`src/rtl/pwm_pkg.sv`:
```
package pwm_pkg;

  typedef enum logic [2:0] {
    GRP_NONPWM,
    GRP_FAST,
    GRP_PC,
    GRP_PFC,
    GRP_RSV
  } grp_e;

  typedef enum logic [1:0] {
    TOP_MAX,
    TOP_FIXED,
    TOP_CMPA,
    TOP_CAP
  } top_sel_e;

  typedef struct packed {
    grp_e       grp;
    top_sel_e   top_sel;
    logic [1:0] fix_bits;  // 0: 8-bit, 1: 9-bit, 2: 10-bit
    logic       tog_a;     // output mode 01 toggles channel A
  } mode_cfg_t;

  localparam logic [1:0] OM_DISC = 2'b00;
  localparam logic [1:0] OM_TOG  = 2'b01;
  localparam logic [1:0] OM_CLR  = 2'b10;
  localparam logic [1:0] OM_SET  = 2'b11;

  function automatic mode_cfg_t decode_mode(input logic [3:0] m);
    mode_cfg_t c;
    c = '{grp: GRP_NONPWM, top_sel: TOP_MAX, fix_bits: 2'd0, tog_a: 1'b0};
    case (m)
      4'd0:  c = '{GRP_NONPWM, TOP_MAX,   2'd0, 1'b0};
      4'd1:  c = '{GRP_PC,     TOP_FIXED, 2'd0, 1'b0};
      4'd2:  c = '{GRP_PC,     TOP_FIXED, 2'd1, 1'b0};
      4'd3:  c = '{GRP_PC,     TOP_FIXED, 2'd2, 1'b0};
      4'd4:  c = '{GRP_NONPWM, TOP_CMPA,  2'd0, 1'b0};
      4'd5:  c = '{GRP_FAST,   TOP_FIXED, 2'd0, 1'b0};
      4'd6:  c = '{GRP_FAST,   TOP_FIXED, 2'd1, 1'b0};
      4'd7:  c = '{GRP_FAST,   TOP_FIXED, 2'd2, 1'b0};
      4'd8:  c = '{GRP_PFC,    TOP_CAP,   2'd0, 1'b0};
      4'd9:  c = '{GRP_PFC,    TOP_CMPA,  2'd0, 1'b1};
      4'd10: c = '{GRP_PC,     TOP_CAP,   2'd0, 1'b0};
      4'd11: c = '{GRP_PC,     TOP_CMPA,  2'd0, 1'b1};
      4'd12: c = '{GRP_NONPWM, TOP_CAP,   2'd0, 1'b0};
      4'd13: c = '{GRP_RSV,    TOP_MAX,   2'd0, 1'b0};
      4'd14: c = '{GRP_FAST,   TOP_CAP,   2'd0, 1'b0};
      default: c = '{GRP_FAST, TOP_CMPA,  2'd0, 1'b1};
    endcase
    return c;
  endfunction

endpackage

```
`src/rtl/pwm_mode_dec.sv`:
```
module pwm_mode_dec
  import pwm_pkg::*;
#(
  parameter int CNT_W = 16
) (
  input  logic [3:0]       mode_i,
  input  logic [CNT_W-1:0] cmp_a_act_i,
  input  logic [CNT_W-1:0] cap_i,
  output logic [CNT_W-1:0] top_o,
  output grp_e             grp_o,
  output logic             dual_o,
  output logic             pwm_o,
  output logic             upd_bot_o,
  output logic             tog_a_o
);
  localparam logic [CNT_W-1:0] TOP_8  = CNT_W'(10'h0FF);
  localparam logic [CNT_W-1:0] TOP_9  = CNT_W'(10'h1FF);
  localparam logic [CNT_W-1:0] TOP_10 = CNT_W'(10'h3FF);

  mode_cfg_t cfg;

  always_comb begin
    cfg = decode_mode(mode_i);
    case (cfg.top_sel)
      TOP_FIXED: top_o = (cfg.fix_bits == 2'd0) ? TOP_8 :
                         (cfg.fix_bits == 2'd1) ? TOP_9 : TOP_10;
      TOP_CMPA:  top_o = cmp_a_act_i;
      TOP_CAP:   top_o = cap_i;
      default:   top_o = '1;
    endcase
  end

  assign grp_o     = cfg.grp;
  assign dual_o    = (cfg.grp == GRP_PC) || (cfg.grp == GRP_PFC);
  assign pwm_o     = (cfg.grp == GRP_FAST) || dual_o;
  assign upd_bot_o = (cfg.grp == GRP_PFC);
  assign tog_a_o   = cfg.tog_a;

endmodule

```
`src/rtl/pwm_counter.sv`:
```
module pwm_counter #(
  parameter int CNT_W = 16
) (
  input  logic             clk_i,
  input  logic             rst_ni,
  input  logic             tick_i,
  input  logic             dual_i,
  input  logic [CNT_W-1:0] top_i,
  output logic [CNT_W-1:0] cnt_o,
  output logic             dir_o,
  output logic             top_evt_o,
  output logic             bot_evt_o
);
  logic [CNT_W-1:0] cnt_q;
  logic             dir_q;
  logic             at_top;

  assign at_top    = (cnt_q >= top_i);
  assign top_evt_o = tick_i && at_top && !(dual_i && dir_q);
  assign bot_evt_o = tick_i && (cnt_q == '0);

  always_ff @(posedge clk_i or negedge rst_ni) begin
    if (!rst_ni) begin
      cnt_q <= '0;
      dir_q <= 1'b0;
    end else if (tick_i) begin
      if (!dual_i) begin
        dir_q <= 1'b0;
        cnt_q <= at_top ? '0 : cnt_q + 1'b1;
      end else if (top_i == '0) begin
        dir_q <= 1'b0;
        cnt_q <= '0;
      end else if (!dir_q) begin
        if (at_top) begin
          dir_q <= 1'b1;
          cnt_q <= top_i - 1'b1;
        end else begin
          cnt_q <= cnt_q + 1'b1;
        end
      end else if (cnt_q == '0) begin
        dir_q <= 1'b0;
        cnt_q <= CNT_W'(1);
      end else begin
        cnt_q <= cnt_q - 1'b1;
      end
    end
  end

  assign cnt_o = cnt_q;
  assign dir_o = dir_q;

  assert_cnt_hold_R2: assert property (@(posedge clk_i) disable iff (!rst_ni)
    !tick_i |=> (cnt_q == $past(cnt_q)) && (dir_q == $past(dir_q)));

  assert_single_wrap_R1: assert property (@(posedge clk_i) disable iff (!rst_ni)
    (tick_i && !dual_i && at_top) |=> (cnt_q == '0));

  assert_dual_turn_R3: assert property (@(posedge clk_i) disable iff (!rst_ni)
    (tick_i && dual_i && !dir_q && at_top && top_i != '0) |=> dir_q);

endmodule

```
`src/rtl/pwm_cmp_buf.sv`:
```
module pwm_cmp_buf #(
  parameter int CNT_W = 16
) (
  input  logic             clk_i,
  input  logic             rst_ni,
  input  logic [CNT_W-1:0] cmp_i,
  input  logic             pwm_i,
  input  logic             upd_i,
  output logic [CNT_W-1:0] act_o
);
  logic [CNT_W-1:0] buf_q;

  // tracks input while unbuffered so entering a PWM mode starts from the latest value
  always_ff @(posedge clk_i or negedge rst_ni) begin
    if (!rst_ni)               buf_q <= '0;
    else if (!pwm_i || upd_i)  buf_q <= cmp_i;
  end

  assign act_o = pwm_i ? buf_q : cmp_i;

  assert_buf_hold_R8: assert property (@(posedge clk_i) disable iff (!rst_ni)
    (pwm_i && !upd_i) |=> (buf_q == $past(buf_q)));

endmodule

```
`src/rtl/pwm_out_ch.sv`:
```
module pwm_out_ch
  import pwm_pkg::*;
#(
  parameter bit IS_A = 1'b1
) (
  input  logic       clk_i,
  input  logic       rst_ni,
  input  grp_e       grp_i,
  input  logic       tog_a_i,
  input  logic [1:0] om_i,
  input  logic       match_i,
  input  logic       top_evt_i,
  input  logic       dir_i,
  input  logic       force_i,
  output logic       wave_o,
  output logic       oe_o
);
  logic oc_q, oc_d, dual, is_pwm;

  assign dual   = (grp_i == GRP_PC) || (grp_i == GRP_PFC);
  assign is_pwm = dual || (grp_i == GRP_FAST);

  always_comb begin
    if (is_pwm && om_i == OM_TOG) oe_o = IS_A && tog_a_i;
    else                          oe_o = (om_i != OM_DISC);

    oc_d = oc_q;
    if (grp_i != GRP_RSV && oe_o) begin
      if (match_i || force_i)
        oc_d = (om_i == OM_TOG) ? ~oc_q : (om_i[0] ^ (dual & dir_i));
      // TOP action overrides a coincident match
      if (top_evt_i && grp_i == GRP_FAST && om_i[1])
        oc_d = ~om_i[0];
    end
  end

  always_ff @(posedge clk_i or negedge rst_ni) begin
    if (!rst_ni) oc_q <= 1'b0;
    else         oc_q <= oc_d;
  end

  assign wave_o = oe_o & oc_q;

  assert_rsv_hold_R12: assert property (@(posedge clk_i) disable iff (!rst_ni)
    (grp_i == GRP_RSV) |=> (oc_q == $past(oc_q)));

  assert_fast_top_R5: assert property (@(posedge clk_i) disable iff (!rst_ni)
    (top_evt_i && grp_i == GRP_FAST && om_i == OM_CLR) |=> oc_q);

endmodule

```
`src/rtl/pwm_wavegen.sv`:
```
module pwm_wavegen
  import pwm_pkg::*;
#(
  parameter int CNT_W = 16
) (
  input  logic             clk_i,
  input  logic             rst_ni,
  input  logic             cnt_en_i,
  input  logic [3:0]       mode_i,
  input  logic [1:0]       om_a_i,
  input  logic [1:0]       om_b_i,
  input  logic [CNT_W-1:0] cmp_a_i,
  input  logic [CNT_W-1:0] cmp_b_i,
  input  logic [CNT_W-1:0] cap_i,
  input  logic             force_a_i,
  input  logic             force_b_i,
  input  logic [2:0]       flag_clr_i,
  input  logic [2:0]       irq_en_i,
  input  logic             irq_gate_i,
  output logic [CNT_W-1:0] cnt_o,
  output logic             dir_o,
  output logic             wave_a_o,
  output logic             wave_b_o,
  output logic             wave_oe_a_o,
  output logic             wave_oe_b_o,
  output logic [2:0]       flags_o,
  output logic             irq_o
);
  localparam int NCH = 2;

  logic [CNT_W-1:0] top, cnt;
  grp_e             grp;
  logic             dual, pwm, upd_bot, tog_a, tick, dir;
  logic             top_evt, bot_evt, ovf_evt, upd;
  logic [CNT_W-1:0] cmp_in  [NCH];
  logic [CNT_W-1:0] cmp_act [NCH];
  logic [1:0]       om      [NCH];
  logic [NCH-1:0]   frc, match, wave, oe;
  logic [2:0]       flags_q;

  assign cmp_in[0] = cmp_a_i;
  assign cmp_in[1] = cmp_b_i;
  assign om[0]     = om_a_i;
  assign om[1]     = om_b_i;
  assign frc       = {force_b_i, force_a_i};

  pwm_mode_dec #(.CNT_W(CNT_W)) i_dec (
    .mode_i      (mode_i),
    .cmp_a_act_i (cmp_act[0]),
    .cap_i       (cap_i),
    .top_o       (top),
    .grp_o       (grp),
    .dual_o      (dual),
    .pwm_o       (pwm),
    .upd_bot_o   (upd_bot),
    .tog_a_o     (tog_a)
  );

  assign tick = cnt_en_i && (grp != GRP_RSV);

  pwm_counter #(.CNT_W(CNT_W)) i_cnt (
    .clk_i     (clk_i),
    .rst_ni    (rst_ni),
    .tick_i    (tick),
    .dual_i    (dual),
    .top_i     (top),
    .cnt_o     (cnt),
    .dir_o     (dir),
    .top_evt_o (top_evt),
    .bot_evt_o (bot_evt)
  );

  assign ovf_evt = dual ? bot_evt : top_evt;
  assign upd     = upd_bot ? bot_evt : top_evt;

  for (genvar g = 0; g < NCH; g++) begin : g_ch
    pwm_cmp_buf #(.CNT_W(CNT_W)) i_buf (
      .clk_i  (clk_i),
      .rst_ni (rst_ni),
      .cmp_i  (cmp_in[g]),
      .pwm_i  (pwm),
      .upd_i  (upd),
      .act_o  (cmp_act[g])
    );

    assign match[g] = tick && (cnt == cmp_act[g]);

    pwm_out_ch #(.IS_A(g == 0)) i_out (
      .clk_i     (clk_i),
      .rst_ni    (rst_ni),
      .grp_i     (grp),
      .tog_a_i   (tog_a),
      .om_i      (om[g]),
      .match_i   (match[g]),
      .top_evt_i (top_evt),
      .dir_i     (dir),
      .force_i   (frc[g]),
      .wave_o    (wave[g]),
      .oe_o      (oe[g])
    );
  end

  always_ff @(posedge clk_i or negedge rst_ni) begin
    if (!rst_ni) flags_q <= '0;
    else         flags_q <= (flags_q & ~flag_clr_i) | {match[1], match[0], ovf_evt};
  end

  assign cnt_o       = cnt;
  assign dir_o       = dir;
  assign wave_a_o    = wave[0];
  assign wave_b_o    = wave[1];
  assign wave_oe_a_o = oe[0];
  assign wave_oe_b_o = oe[1];
  assign flags_o     = flags_q;
  assign irq_o       = irq_gate_i && |(flags_q & irq_en_i);

  assert_ovf_flag_R9: assert property (@(posedge clk_i) disable iff (!rst_ni)
    ovf_evt |=> flags_q[0]);

  assert_flag_sticky_R10: assert property (@(posedge clk_i) disable iff (!rst_ni)
    (flags_q[1] && !flag_clr_i[1]) |=> flags_q[1]);

  assert_rsv_no_flag_R12: assert property (@(posedge clk_i) disable iff (!rst_ni)
    (grp == GRP_RSV && flag_clr_i == 3'b000) |=> (flags_q == $past(flags_q)));

endmodule

```
`config.mk`:
```
export PLATFORM = sky130hd
export DESIGN_NAME = pwm_wavegen
export DESIGN_NICKNAME = d
export VERILOG_FILES = /design/src/rtl/pwm_pkg.sv /design/src/rtl/pwm_mode_dec.sv /design/src/rtl/pwm_counter.sv /design/src/rtl/pwm_cmp_buf.sv /design/src/rtl/pwm_out_ch.sv /design/src/rtl/pwm_wavegen.sv
export SDC_FILE = /design/constraint.sdc
export NUM_CORES = 1
export LEC_CHECK = 0
export BUFFER_PORTS_ARGS = -buffer_cell sky130_fd_sc_hd__clkbuf_2
export CAP_MARGIN = 5
export CORE_MARGIN = 3
export CORE_UTILIZATION = 44
export CTS_BUF_LIST = sky130_fd_sc_hd__clkbuf_2
export CTS_CLUSTER_SIZE = 10
export DETAILED_ROUTE_END_ITERATION = 7
export PLACE_DENSITY_LB_ADDON = 0.12
export SLEW_MARGIN = 0
export SYNTH_ARGS = -nofsm -noshare
export SYNTH_HDL_FRONTEND = slang
export SYNTH_SLANG_ARGS = --single-unit
```
`constraint.sdc`:
```
create_clock -name clk_i -period 2.9 [get_ports clk_i]
set_input_delay 0.435 -clock clk_i [delete_from_list [all_inputs] [get_ports clk_i]]
set_output_delay 0.435 -clock clk_i [all_outputs]
set_load 0.02 [all_outputs]
```
# After elaboration in Yosys (flattened, before gate mapping)
# Memories as Yosys holds them, arrays and structs flattened.
# Cells that the tools add are included.
# op_classes
n_addsub,3
mul,0
div_mod_pow,0
n_lt_le_gt_ge,1
eq_ne,12
shifts,0
n_mux,26
bitwise,13
reduce_logical,32
# ops
op,count
16-bit 2-to-1 mux,9
16-bit case mux with 3 select lines,1
16-bit == test,2
16-bit zero test,2
"16-bit by 1-bit subtractor with 16-bit output, second input constant",2
"16-bit by 1-bit adder with 16-bit output, second input constant",1
16-bit greater-or-equal comparator,1
1-bit logical AND,15
1-bit 2-to-1 mux,15
10-bit 2-to-1 mux,1
"2-bit by 1-bit == test with 1-bit output, second input constant",4
2-bit nonzero test,4
3-bit bitwise AND,2
"3-bit by 2-bit == test with 1-bit output, second input constant",2
1-bit logical OR,5
"2-bit == test, second input constant",2
1-bit NOT,4
2-bit AND reduction,2
1-bit bitwise AND,3
"3-bit by 1-bit == test with 1-bit output, second input constant",1
"3-bit inequality test, second input constant",1
3-bit NOT,1
3-bit bitwise OR,1
3-bit OR reduction,1
other kinds (3),5
# word_totals
ff_bits,54
latchBits,0
mem_bits_rw,0
mem_bits_ro,128
input_bits,68
out_inout_bits,25
elab_cells,95
mem_count,1
# mem_list
memory,depth,word_bits,read_ports,rd_ports_with_merged_regs,write_ports,line_no,text
(no name shown),16,8,1,0,0,pwm_pkg.sv:33,case (m)

# Depth between registers and ports, before layout
# Gate-level depths: netlist of run 1.
# An unclocked memory read counts as a cell.
# logic_depth
ltp_word,13
mapped_depth,18
ltp_nobuf,14

# Modules after synthesis
# Synthesis of run 1 repeated with hierarchy kept, for this count alone.
# hier_totals
hier_cells,611
area_unflattened_um2,5477.8
# modules_own_cells
mod,instances,cells_each,area_each_um2,seq_area_each_um2
pwm_counter,1,327,2412.3,425.4
pwm_cmp_buf,2,53,859.6,400.4
pwm_wavegen,1,60,550.5,75.1
pwm_mode_dec,1,83,510.5,0.0
pwm_out_ch (g_ch[1].i_out),1,17,153.9,25.0
pwm_out_ch (g_ch[0].i_out),1,18,131.4,25.0

# Least setup slack after synthesis of run 1
# No wires, ideal clock.
# synth_path
path_type,input port to flip-flop
from,input mode_i[3]
to,register g_ch[0].i_buf.buf_q[14]
setup_ns,0.125
t_arrival_ns,3.364
required_time_ns,2.775
setup_slack_ns,-0.588
cell_stages,15
n_path_buf,5
cell_sequence,buf_6 > buf_6 > buf_6 > or4b_1 > o22ai_1 > ha_1 > o211ai_1 > nor2_1 > a311oi_1 > and2_1 > a2111oi_0 > a21oi_1 > buf_2 > buf_4 > mux2_2
# synth_between
elab_chain_len,11
elab_cells_between_ends,26
classes_between,1 x order compare; 8 x eq/ne; 5 x mux; 11 x reduce/logical; 1 x memory
# synth_rtl
element,line_no,text
from (decl),pwm_wavegen.sv:9,"input logic [3:0] mode_i,"
memory read 16 x 8 bit *,-,
"3-bit by 2-bit == test with 1-bit output, on equally long branches","pwm_mode_dec.sv:34, pwm_mode_dec.sv:36",
1-bit logical OR,pwm_mode_dec.sv:34,assign dual_o = (cfg.grp == GRP_PC) || (cfg.grp == GRP_PFC);
1-bit logical OR,pwm_mode_dec.sv:35,assign pwm_o = (cfg.grp == GRP_FAST) || dual_o;
16-bit 2-to-1 mux,pwm_cmp_buf.sv:19,assign act_o = pwm_i ? buf_q : cmp_i;
16-bit case mux with 3 select lines,pwm_mode_dec.sv:24,case (cfg.top_sel)
16-bit greater-or-equal comparator,pwm_counter.sv:18,assign at_top = (cnt_q >= top_i);
1-bit logical AND (2 in a row),pwm_counter.sv:19,assign top_evt_o = tick_i && at_top && !(dual_i && dir_q);
1-bit 2-to-1 mux,pwm_wavegen.sv:74,assign upd = upd_bot ? bot_evt : top_evt;
1-bit logical OR *,pwm_cmp_buf.sv:16,else if (!pwm_i || upd_i) buf_q <= cmp_i;
to (signal assigned),pwm_cmp_buf.sv:16,
to (decl),pwm_cmp_buf.sv:11,logic [CNT_W-1:0] buf_q;
# Mark *: on every way between the ends. The rest lies on a longest branch, timed or not.
# A chain may end at the register's enable or synchronous reset.

# Worst setup path after layout of run 1
# layout_path
from,register g_ch[0].i_buf.buf_q[0]
to,register g_ch[1].i_buf.buf_q[10]
# layout_between
elab_chain_len,7
# layout_rtl
element,line_no
16-bit 2-to-1 mux,pwm_cmp_buf.sv:19
16-bit case mux with 3 select lines,pwm_mode_dec.sv:24
16-bit greater-or-equal comparator,pwm_counter.sv:18
1-bit logical AND (2 in a row),pwm_counter.sv:19
1-bit 2-to-1 mux,pwm_wavegen.sv:74
1-bit logical OR,pwm_cmp_buf.sv:16
to (signal assigned),pwm_cmp_buf.sv:16
to (decl),pwm_cmp_buf.sv:11
# No other way between the ends.

==> impl_metrics.ini, run 1 <==
[die]
core_region_area_mm2 = 0.01277
dieHeight_um = 121.1
start_util_pct = 45.63
dieArea_mm2 = 0.01466
io_pins = 93
die_x_um = 121.1
rows = 41

[placement]
placed_cells = 1152
place_congestion = 1.020
dp_hpwl_um = 21140
portBuffers = 92

[power]
power.density_mw_per_mm2 = 853.2
vdd_drop_max_mv = 0.5730
p_leak_nw = 4.013
total_power_mw = 7.651

[yosys]
avgSynthCellArea_um2 = 7.802
synth-seq-cells = 54
synth-edff-count = 0
synthesis.nets = 835
synth_mux_area_share_pct = 7.299
synth_seq_area_share_pct = 23.19
syn_area_mm2 = 0.005828
synth_area_leaders = dfrtp_1 23%, mux2_2 5.4%, ha_1 4.3%, o21ai_0 4.1%, nor2_1 3.9%
synth_top_family_by_area = compound AO/OA/AOI/OAI gates
post_synth_and_or_nand_nor_area_fraction_pct = 23.27
synth_ff_type = dfrtp_1
synthCells = 747
yosys_warnings = 0
yosysTopAreaCellShare_pct = 23.19
synth_xor_area_share_pct = 6.462
synth_cell_types = 86
yosys.area_share.adder_pct = 4.294
async_flop_share_pct = 100.0
yosys.area.top_type = dfrtp_1
synth-compound-area-share_pct = 28.06

[route]
viasPerCell = 6.314
drc = 0
drt_pre_antenna_iters = 6
drtIter0Drc = 1093
vias = 7545
wire_per_inst_um = 23.69
wl_um = 28310
ant_nets = 0

[finish]
finalNonFillerCells = 1195
fin_nets = 1109
fin_util_pct = 70.20
area_growth_pct = 53.86
drive_gt1_share_pct = 45.01
fillers = 1054

[outcome]
violations = setup timing
status = finished, violations left

[sta]
worstMarginPinSlew_ns = 0.6154
setup_ws_ns = -0.2848
slew_violations = 0
finalCriticalPeriod_ns = 3.185
rsz0062_at_grt = true
fin_worst_skew_ns = 0.04402
finalCritPeriodShare_pct = 109.8
finalHoldViolCount = 0
timing.fmax_ghz = 0.3140
finalSetupViolations = 51
relSlewSlack_pct = 57.91
tns_ns = -10.06

[clocking]
path_clk_slew_ns = 0.37
cts_buffer_depth = 2
cts_tree = done
h-tree-depth = 2
clk-insertion-delay-late_ns = 0.59
numCtsBuffers = 5
cts_sinks = 54
root_buffer = clkbuf_2

[hold_path]
hold_path.startpoint = cmp_b_i[1]
worstHoldEndpoint = g_ch[1].i_buf.buf_q[1]$_DFFE_PN0P_
whs_path_depth = 2
hp-class = input port to flop

[grt]
grt_pass1_vias = 7226
grt_pass1_wl_um = 42060
antenna_found_initial = 1
grt_max_degree = 36
grt_overflow = 0
track_usage_pct = 37.53

[critical_path]
endpoint_kind = flop
path_max_fanout = 7
reg2reg_from = g_ch[0].i_buf.buf_q[0]$_DFFE_PN0P_
max_stage_delay_ns = 0.48
crit_top_cell = buf_6
critical_path_class = flop to flop
r2r_slack_ns = -0.28
path_cells = o22a_1, o221ai_2, o2111ai_2, ha_1, nor3b_2, o21ai_1, a311oi_2, and2_4, a2111oi_4, a21oi_4, buf_6, buf_12, buf_8, buf_6, nand2_2, o21ai_2
crit_slowest_cell = dfrtp_1
reg2regPathDepth = 16
rr_endpoint = g_ch[1].i_buf.buf_q[10]$_DFFE_PN0P_
cp.arrival_ns = 3.72
start_kind = flop
crit_required_ns = 3.44

[flow_run]
maxCapViolCount = 0
-- metrics by stage --
step                instance area [um^2]  setup WS, ns  hold WS, ns
floorplan                           5992       -0.4309       0.1394
global placement                    7843       -0.7956       0.3057
detailed placement                  7843       -0.9086       0.3084
CTS                                 8447       -0.2367     0.009013
global route                        8967       -0.3428      0.05624
finish                              8967       -0.2848      0.08212
-- per-layer routing --
| layer | track usage (%) | up-vias | share of wire, % |
|---|---|---|---|
| met3 | 8.578 | 99 | 11 |
| li1 | - | 3345 | - |
| met4 | 13.03 | 0 | 4.1 |
| met5 | 0 | - | 0 |
| met1 | 51.50 | 3589 | 41 |
| met2 | 58.01 | 512 | 44 |
-- report_power, final --
part | internal (mW) | switching [mW] | total, mW
logic | 2.69 | 3.20 | 5.89
registers | 1.06 | 0.307 | 1.37
clock network | 0.0727 | 0.325 | 0.398
total | 3.82 | 3.83 | 7.65
-- what timing repair did --
| action | 4_1_cts | 5_1_grt |
|---|---|---|
| setup buffers | 20 | 11 |
| hold buffers | 2 | 2 |
| pin swaps | 34 | 51 |
| cloned | 3 | 2 |
| endpoints found under the setup margin | 51 | 52 |
| endpoints found under the hold margin | 20 | 2 |
| resized for setup | 81 | 99 |
-- worst max-delay path, delay by kind of cell, from the launching register on --
family	cells	cell delay [ns]
fa+ha+maj	1	0.35
compound gates	8	1.25
simple gates	3	0.49
buf+inv	4	0.54
flops	1	0.48
-- cells in the mapped netlist (6+ instances only) --
master / count
a21o_1: 7
o22ai_1: 17
mux2_2: 28
nand4_1: 11
buf_2: 13
o21ai_0: 48
o31ai_1: 7
ha_1: 20
a21oi_1: 42
a22oi_1: 6
nor4_1: 9
mux2i_1: 11
clkbuf_1: 23
inv_1: 43
nor4b_1: 7
and3_1: 9
nand2b_1: 14
a2111oi_0: 6
nand2_1: 56
nand3_1: 22
xor2_1: 17
nor3_1: 27
nor2_1: 61
nor2b_1: 10
dfrtp_1: 54
a31oi_1: 17
xnor2_1: 26
a211oi_1: 6
o211ai_1: 6
o21ai_1: 8
-- cell usage in the layout (no fill, tap or decap), types with 5 or more instances in the layout --
cell type / Yosys / final
inv_1: 43 / 39
nand2_1: 56 / 51
nor3_1: 27 / 21
mux2i_1: 11 / 11
a22oi_1: 6 / 5
buf_4: 5 / 188
o21ai_2: 2 / 7
nand3_1: 22 / 22
o211ai_1: 6 / 6
dfrtp_1: 54 / 52
nor2_1: 61 / 51
o21ai_0: 48 / 31
o22ai_1: 17 / 15
nor4_1: 9 / 7
buf_6: 5 / 20
nand2b_1: 14 / 12
mux2_4: 0 / 27
nor2_2: 0 / 6
o31ai_1: 7 / 5
a21o_1: 7 / 7
nor2b_1: 10 / 9
and3_1: 9 / 9
buf_12: 0 / 6
a21oi_2: 1 / 8
a31oi_1: 17 / 14
ha_1: 20 / 16
clkbuf_2: 0 / 95
xnor2_1: 26 / 26
nor4b_1: 7 / 5
a21oi_1: 42 / 33
a222oi_1: 5 / 5
o21ai_1: 8 / 17
xor2_1: 17 / 17
nand4_1: 11 / 11
-- layout make-up --
type                    instances  area (um^2)  area share (%)
diodes                          1        2.502         0.02791
well taps                     172        215.2           2.400
repair buffers                317         2400           26.76
flip-flops and latches         54         1354           15.10
inverters                      46        177.7           1.981
multi-input cells             597         4765           53.13
clock buffers                   5        25.02          0.2791
clock inverters                 3        28.78          0.3209
-- sequential cells by signal, summed over array words and instances, names as in the netlist --
| register | cells |
|---|---|
| g_ch.i_buf.buf_q | 32 |
| g_ch.i_out.oc_q | 2 |
| i_cnt.dir_o | 1 |
| i_cnt.cnt_o | 16 |
| flags_o | 3 |
-- cells by family (layout without fill, tap and decap cells) --
kind of cell | Yosys count | after routing
AOI/OAI and AO/OA | 237 | 237
xor gates and xnor gates | 43 | 43
adders and majority gates | 20 | 20
buffers and inverters | 96 | 371
DFF | 54 | 54
muxes | 39 | 39
other | 0 | 1
and+or+nand+nor | 258 | 258
-- how the worst max path moves through the flow --
| stage | startpoint | to | slack, ns |
|---|---|---|---|
| after floorplan | mode_i[3] | g_ch[0].i_buf.buf_q[14]$_DFFE_PN0P_ | -0.43 |
| after global placement | mode_i[1] | g_ch[1].i_buf.buf_q[15]$_DFFE_PN0P_ | -0.80 |
| after detailed placement | mode_i[2] | i_cnt.cnt_o[11]$_DFFE_PN0P_ | -0.91 |
| after CTS | g_ch[0].i_buf.buf_q[3]$_DFFE_PN0P_ | g_ch[0].i_buf.buf_q[5]$_DFFE_PN0P_ | -0.24 |
| after global routing | g_ch[0].i_buf.buf_q[0]$_DFFE_PN0P_ | g_ch[1].i_buf.buf_q[10]$_DFFE_PN0P_ | -0.34 |
| final | g_ch[0].i_buf.buf_q[0]$_DFFE_PN0P_ | g_ch[1].i_buf.buf_q[10]$_DFFE_PN0P_ | -0.28 |
Note: power is estimated with default switching activity, not from simulation.
==> run 2: changes to the inputs <==
Settings changed: BUFFER_PORTS_ARGS -buffer_cell sky130_fd_sc_hd__clkbuf_2 to -buffer_cell sky130_fd_sc_hd__buf_4.
==> impl_metrics.ini, run 2 (synthesis results as in run 1) <==
[hold_path]
hp-class = input port to flop

[route]
vias = 7617
drtIter0Drc = 878
viasPerCell = 6.472
ant_nets = 0
wl_um = 27610
drt_pre_antenna_iters = 5
drc = 0
wire_per_inst_um = 23.45

[critical_path]
crit_required_ns = 3.44
endpoint_kind = flop
critical_path_class = flop to flop
path_max_fanout = 5
cp.arrival_ns = 3.68
r2r_slack_ns = -0.24
start_kind = flop

[die]
io_pins = 93
start_util_pct = 45.63
rows = 41
core_region_area_mm2 = 0.01277
dieArea_mm2 = 0.01466
die_x_um = 121.1
dieHeight_um = 121.1

[placement]
dpl-instance-area_mm2 = 0.008010
portBuffers = 92
place_congestion = 1.017
dp_hpwl_um = 20720

[sta]
whs_ns = 0.07708
rsz0062_at_grt = true
finalHoldViolCount = 0
slew_violations = 0
finalCritPeriodShare_pct = 108.4
timing.fmax_ghz = 0.3180
worstMarginPinSlew_ns = 0.8103
fin_worst_skew_ns = 0.04297
finalCriticalPeriod_ns = 3.145
relSlewSlack_pct = 45.98
setup_ws_ns = -0.2445
finalSetupViolations = 50

[flow_run]
maxCapViolCount = 0

[clocking]
cts_tree = done
root_buffer = clkbuf_2
numCtsBuffers = 5
h-tree-depth = 2
clk-insertion-delay-late_ns = 0.60
cts_buffer_depth = 2
path_clk_slew_ns = 0.39
cts_sinks = 54

[grt]
grt_max_degree = 55
antenna_found_initial = 1
track_usage_pct = 36.92
grt_pass1_vias = 7329
grt_pass1_wl_um = 41520
grt_overflow = 0

[finish]
drive_gt1_share_pct = 42.23
area_growth_pct = 50.15
regMostFlops = g_ch.i_buf.buf_q
final_cell_mix = 282 x buf_4, 55 x nor2_1, 55 x nand2_1, 54 x dfrtp_1, 42 x inv_1
fin_nets = 1091
postLayoutCellArea_mm2 = 0.008751
largest_reg_flops = 32
final_common_cell = buf_4

[outcome]
status = finished, violations left
violations = setup timing

[power]
power.density_mw_per_mm2 = 824.7
p_leak_nw = 3.879
vdd_drop_max_mv = 0.6303
-- run 2: critical path, stage by stage, from the launching register on --
cell and delay (ns):
dfrtp_1 0.53, a21o_1 0.21, a31oi_4 0.25, ha_4 0.25
a2111oi_4 0.32, o21ai_2 0.14, a311oi_4 0.25, and2_4 0.21
buf_6 0.10, buf_6 0.13, nand2_4 0.06, or4_4 0.48
o21ai_2 0.07, a211o_1 0.10
-- run 2: final cells by class --
class                      count  area, um^2
clock buffer                   5       25.02
tap                          172       215.2
clock inverter                 3       28.78
inverter                      46       172.7
timing repair buffer         299        2335
multi-input combinational    597        4621
antenna                        1       2.502
fill                        1085        4023
sequential                    54        1351
-- run 2: routing by layer --
metal / global-route usage [%] / routed length [um] / vias to the layer above
li1: - / - / 3305
met1: 49.62 / 11210 / 3697
met2: 57.55 / 12110 / 511
met3: 8.904 / 3023 / 104
met4: 13.67 / 1258 / 0
met5: 0 / 0 / -
-- run 2: stage by stage --
stage	std cells	total power, mW	setup slack (ns)	utilization, %	TNS [ns]
after CTS	1166	6.722	-0.2648	65.89	-8.225
after global placement	1147	5.857	-0.7600	62.71	-36.77
after floorplan	747	3.925	-0.4309	-	-15.13
after global routing	1177	7.561	-0.3169	68.51	-10.29
final	1177	7.217	-0.2445	68.51	-7.578
after detailed placement	1147	5.937	-0.8555	62.71	-39.48
-- run 2: final timing paths --
check,cells past startpoint,startpoint,endpoint
setup / recovery,13,g_ch[0].i_buf.buf_q[3]$_DFFE_PN0P_,i_cnt.cnt_o[11]$_DFFE_PN0P_
hold / removal,2,cmp_b_i[9],g_ch[1].i_buf.buf_q[9]$_DFFE_PN0P_
setup reg to reg,13,g_ch[0].i_buf.buf_q[3]$_DFFE_PN0P_,i_cnt.cnt_o[11]$_DFFE_PN0P_
hold reg to reg,1,g_ch[1].i_buf.buf_q[1]$_DFFE_PN0P_,g_ch[1].i_buf.buf_q[1]$_DFFE_PN0P_
max in group asynchronous,2,rst_ni,i_cnt.cnt_o[10]$_DFFE_PN0P_
min in group asynchronous,2,rst_ni,g_ch[0].i_buf.buf_q[2]$_DFFE_PN0P_
-- run 2: repair_timing --
| item | in CTS | in global routing |
|---|---|---|
| hold buffers | 2 | 2 |
| gates cloned | 2 | 1 |
| endpoints found under the setup margin | 52 | 52 |
| gates resized for setup | 53 | 46 |
| pin swaps | 23 | 32 |
| setup buffers | 8 | 9 |
| hold endpoints to repair | 55 | 2 |
-- run 2: report_power, final --
group / total [mW] / internal (mW) / switching [mW]
clock network: 0.401 / 0.0711 / 0.330
logic: 5.46 / 2.45 / 3.01
registers: 1.36 / 1.06 / 0.304
total: 7.22 / 3.58 / 3.64
==> run 3: changes to the inputs <==
Settings changed: CORE_MARGIN 3 to 2.
==> impl_metrics.ini, run 3 (synthesis results as in run 1) <==
[sta]
finalCritPeriodShare_pct = 109.7
setup_ws_ns = -0.2827
fin_worst_skew_ns = 0.06378
whs_ns = 0.03937
finalSetupViolations = 49
finalCriticalPeriod_ns = 3.183
slew_violations = 0
worstMarginPinSlew_ns = 0.7990
relSlewSlack_pct = 46.73
rsz0062_at_grt = true
timing.fmax_ghz = 0.3142
finalHoldViolCount = 0

[route]
met2_length_um = 12390
ant_nets = 0
drtIter0Drc = 913
topRoutingLayerUsed = met4
vias = 7643
wl_um = 28270
wl_met1_um = 11100
wire_per_inst_um = 23.69
drc = 0
wl_met3_um = 3281
viasPerCell = 6.407
drt_pre_antenna_iters = 8

[die]
dieArea_mm2 = 0.01418
start_util_pct = 44.54
rows = 42
io_pins = 93
core_region_area_mm2 = 0.01309
dieHeight_um = 119.1
die_x_um = 119.1

[critical_path]
crit_slowest_cell = dfrtp_2
crit_required_ns = 3.38
start_kind = flop
path_delay_family = compound AO/OA/AOI/OAI gates
path_max_fanout = 5
path_cells = a21o_1, a31oi_1, buf_4, ha_4, a2111oi_4, o21ai_2, a311oi_2, and2_4, a2111oi_4, a21oi_4, buf_12, buf_12, mux2_4
endpoint_kind = flop
max_stage_delay_ns = 0.52
critical_path_class = flop to flop
crit_buf_inv = 3
cp.arrival_ns = 3.66

[hold_path]
hp-class = input port to flop

[clocking]
cts_buffer_depth = 2
root_buffer = clkbuf_2
numCtsBuffers = 5
h-tree-depth = 2
path_clk_slew_ns = 0.38
cts_tree = done
cts_sinks = 54
clk-insertion-delay-late_ns = 0.60

[placement]
dp_hpwl_um = 20570
portBuffers = 92
place_congestion = 1.058

[outcome]
status = finished, violations left
violations = setup timing

[power]
total_power_mw = 7.884
power.density_mw_per_mm2 = 866.6
vdd_drop_max_mv = 0.5761
p_leak_nw = 4.033

[finish]
area_growth_pct = 56.10
largest_reg_flops = 32
drive_gt1_share_pct = 44.19
regMostFlops = g_ch.i_buf.buf_q
fin_nets = 1103
final_cell_mix = 272 x buf_4, 51 x nor2_1, 51 x dfrtp_1, 48 x nand2_1, 41 x inv_1
final_common_cell = buf_4

[flow_run]
maxCapViolCount = 0

[grt]
grt_overflow = 0
grt_pass1_vias = 7428
grt_pass1_wl_um = 42550
antenna_found_initial = 1
track_usage_pct = 39.28
grt_max_degree = 55
run 3: cell count changes in the layout (fill, tap and decap cells not counted), sizes merged:
| cell | before | now |
|---|---|---|
| buf | 294 | 305 |
| clkinvlp | 0 | 1 |
| clkinv | 3 | 1 |
| bufinv | 0 | 1 |
| nor2 | 61 | 62 |
run 3: cell type report:
cell class                 instances  area [um^2]
sequential                        54         1355
multi-input combinational        598         4678
fill                            1056         3988
timing repair buffer             310         2595
clock buffer                       5        25.02
antenna                            1        2.502
tap                              176        220.2
inverter                          46        172.7
clock inverter                     3        48.80
run 3: path summary, 6_finish.rpt:
path	from	endpoint	slack [ns]	cells after the start
setup / recovery	g_ch[0].i_buf.buf_q[3]$_DFFE_PN0P_	g_ch[0].i_buf.buf_q[14]$_DFFE_PN0P_	-0.28	13
hold / removal	cmp_b_i[3]	g_ch[1].i_buf.buf_q[3]$_DFFE_PN0P_	0.04	2
setup reg to reg	g_ch[0].i_buf.buf_q[3]$_DFFE_PN0P_	g_ch[0].i_buf.buf_q[14]$_DFFE_PN0P_	-0.28	13
hold reg to reg	g_ch[1].i_buf.buf_q[2]$_DFFE_PN0P_	g_ch[1].i_buf.buf_q[2]$_DFFE_PN0P_	0.55	2
max in group asynchronous	rst_ni	g_ch[0].i_buf.buf_q[3]$_DFFE_PN0P_	1.90	2
min in group asynchronous	rst_ni	g_ch[0].i_out.oc_q$_DFFE_PN0P_	0.38	2
run 3: what timing repair did:
item,CTS,global route
setup endpoints to repair,52,52
cloned,5,1
hold buffers,4,0
pin swaps,29,32
hold endpoints to repair,57,0
buffers inserted,26,10
gates resized for setup,88,69
run 3: where the power goes:
part	switching, mW	internal (mW)
Clock	0.331	0.152
Sequential	0.278	1.06
Combinational	3.26	2.81
Total	3.87	4.02
run 3: layer usage:
metal  GRT usage, %  vias to the layer above
met5              0                        -
met4          17.04                        0
met3          10.25                      126
met2          60.70                      572
met1          51.76                     3610
li1               -                     3335
run 3: through the flow:
stage / util [%] / instance area [um^2] / setup TNS [ns] / std cells / setup WS, ns
finish: 69.53 / 9097 / -8.843 / 1193 / -0.2827
global route: 69.53 / 9097 / -15.40 / 1193 / -0.4038
CTS: 66.82 / 8743 / -7.384 / 1182 / -0.2542
detailed placement: 60.78 / 7953 / -39.03 / 1141 / -0.8565
global placement: 60.78 / 7953 / -35.85 / 1141 / -0.8514
floorplan: - / 5992 / -15.13 / 747 / -0.4309
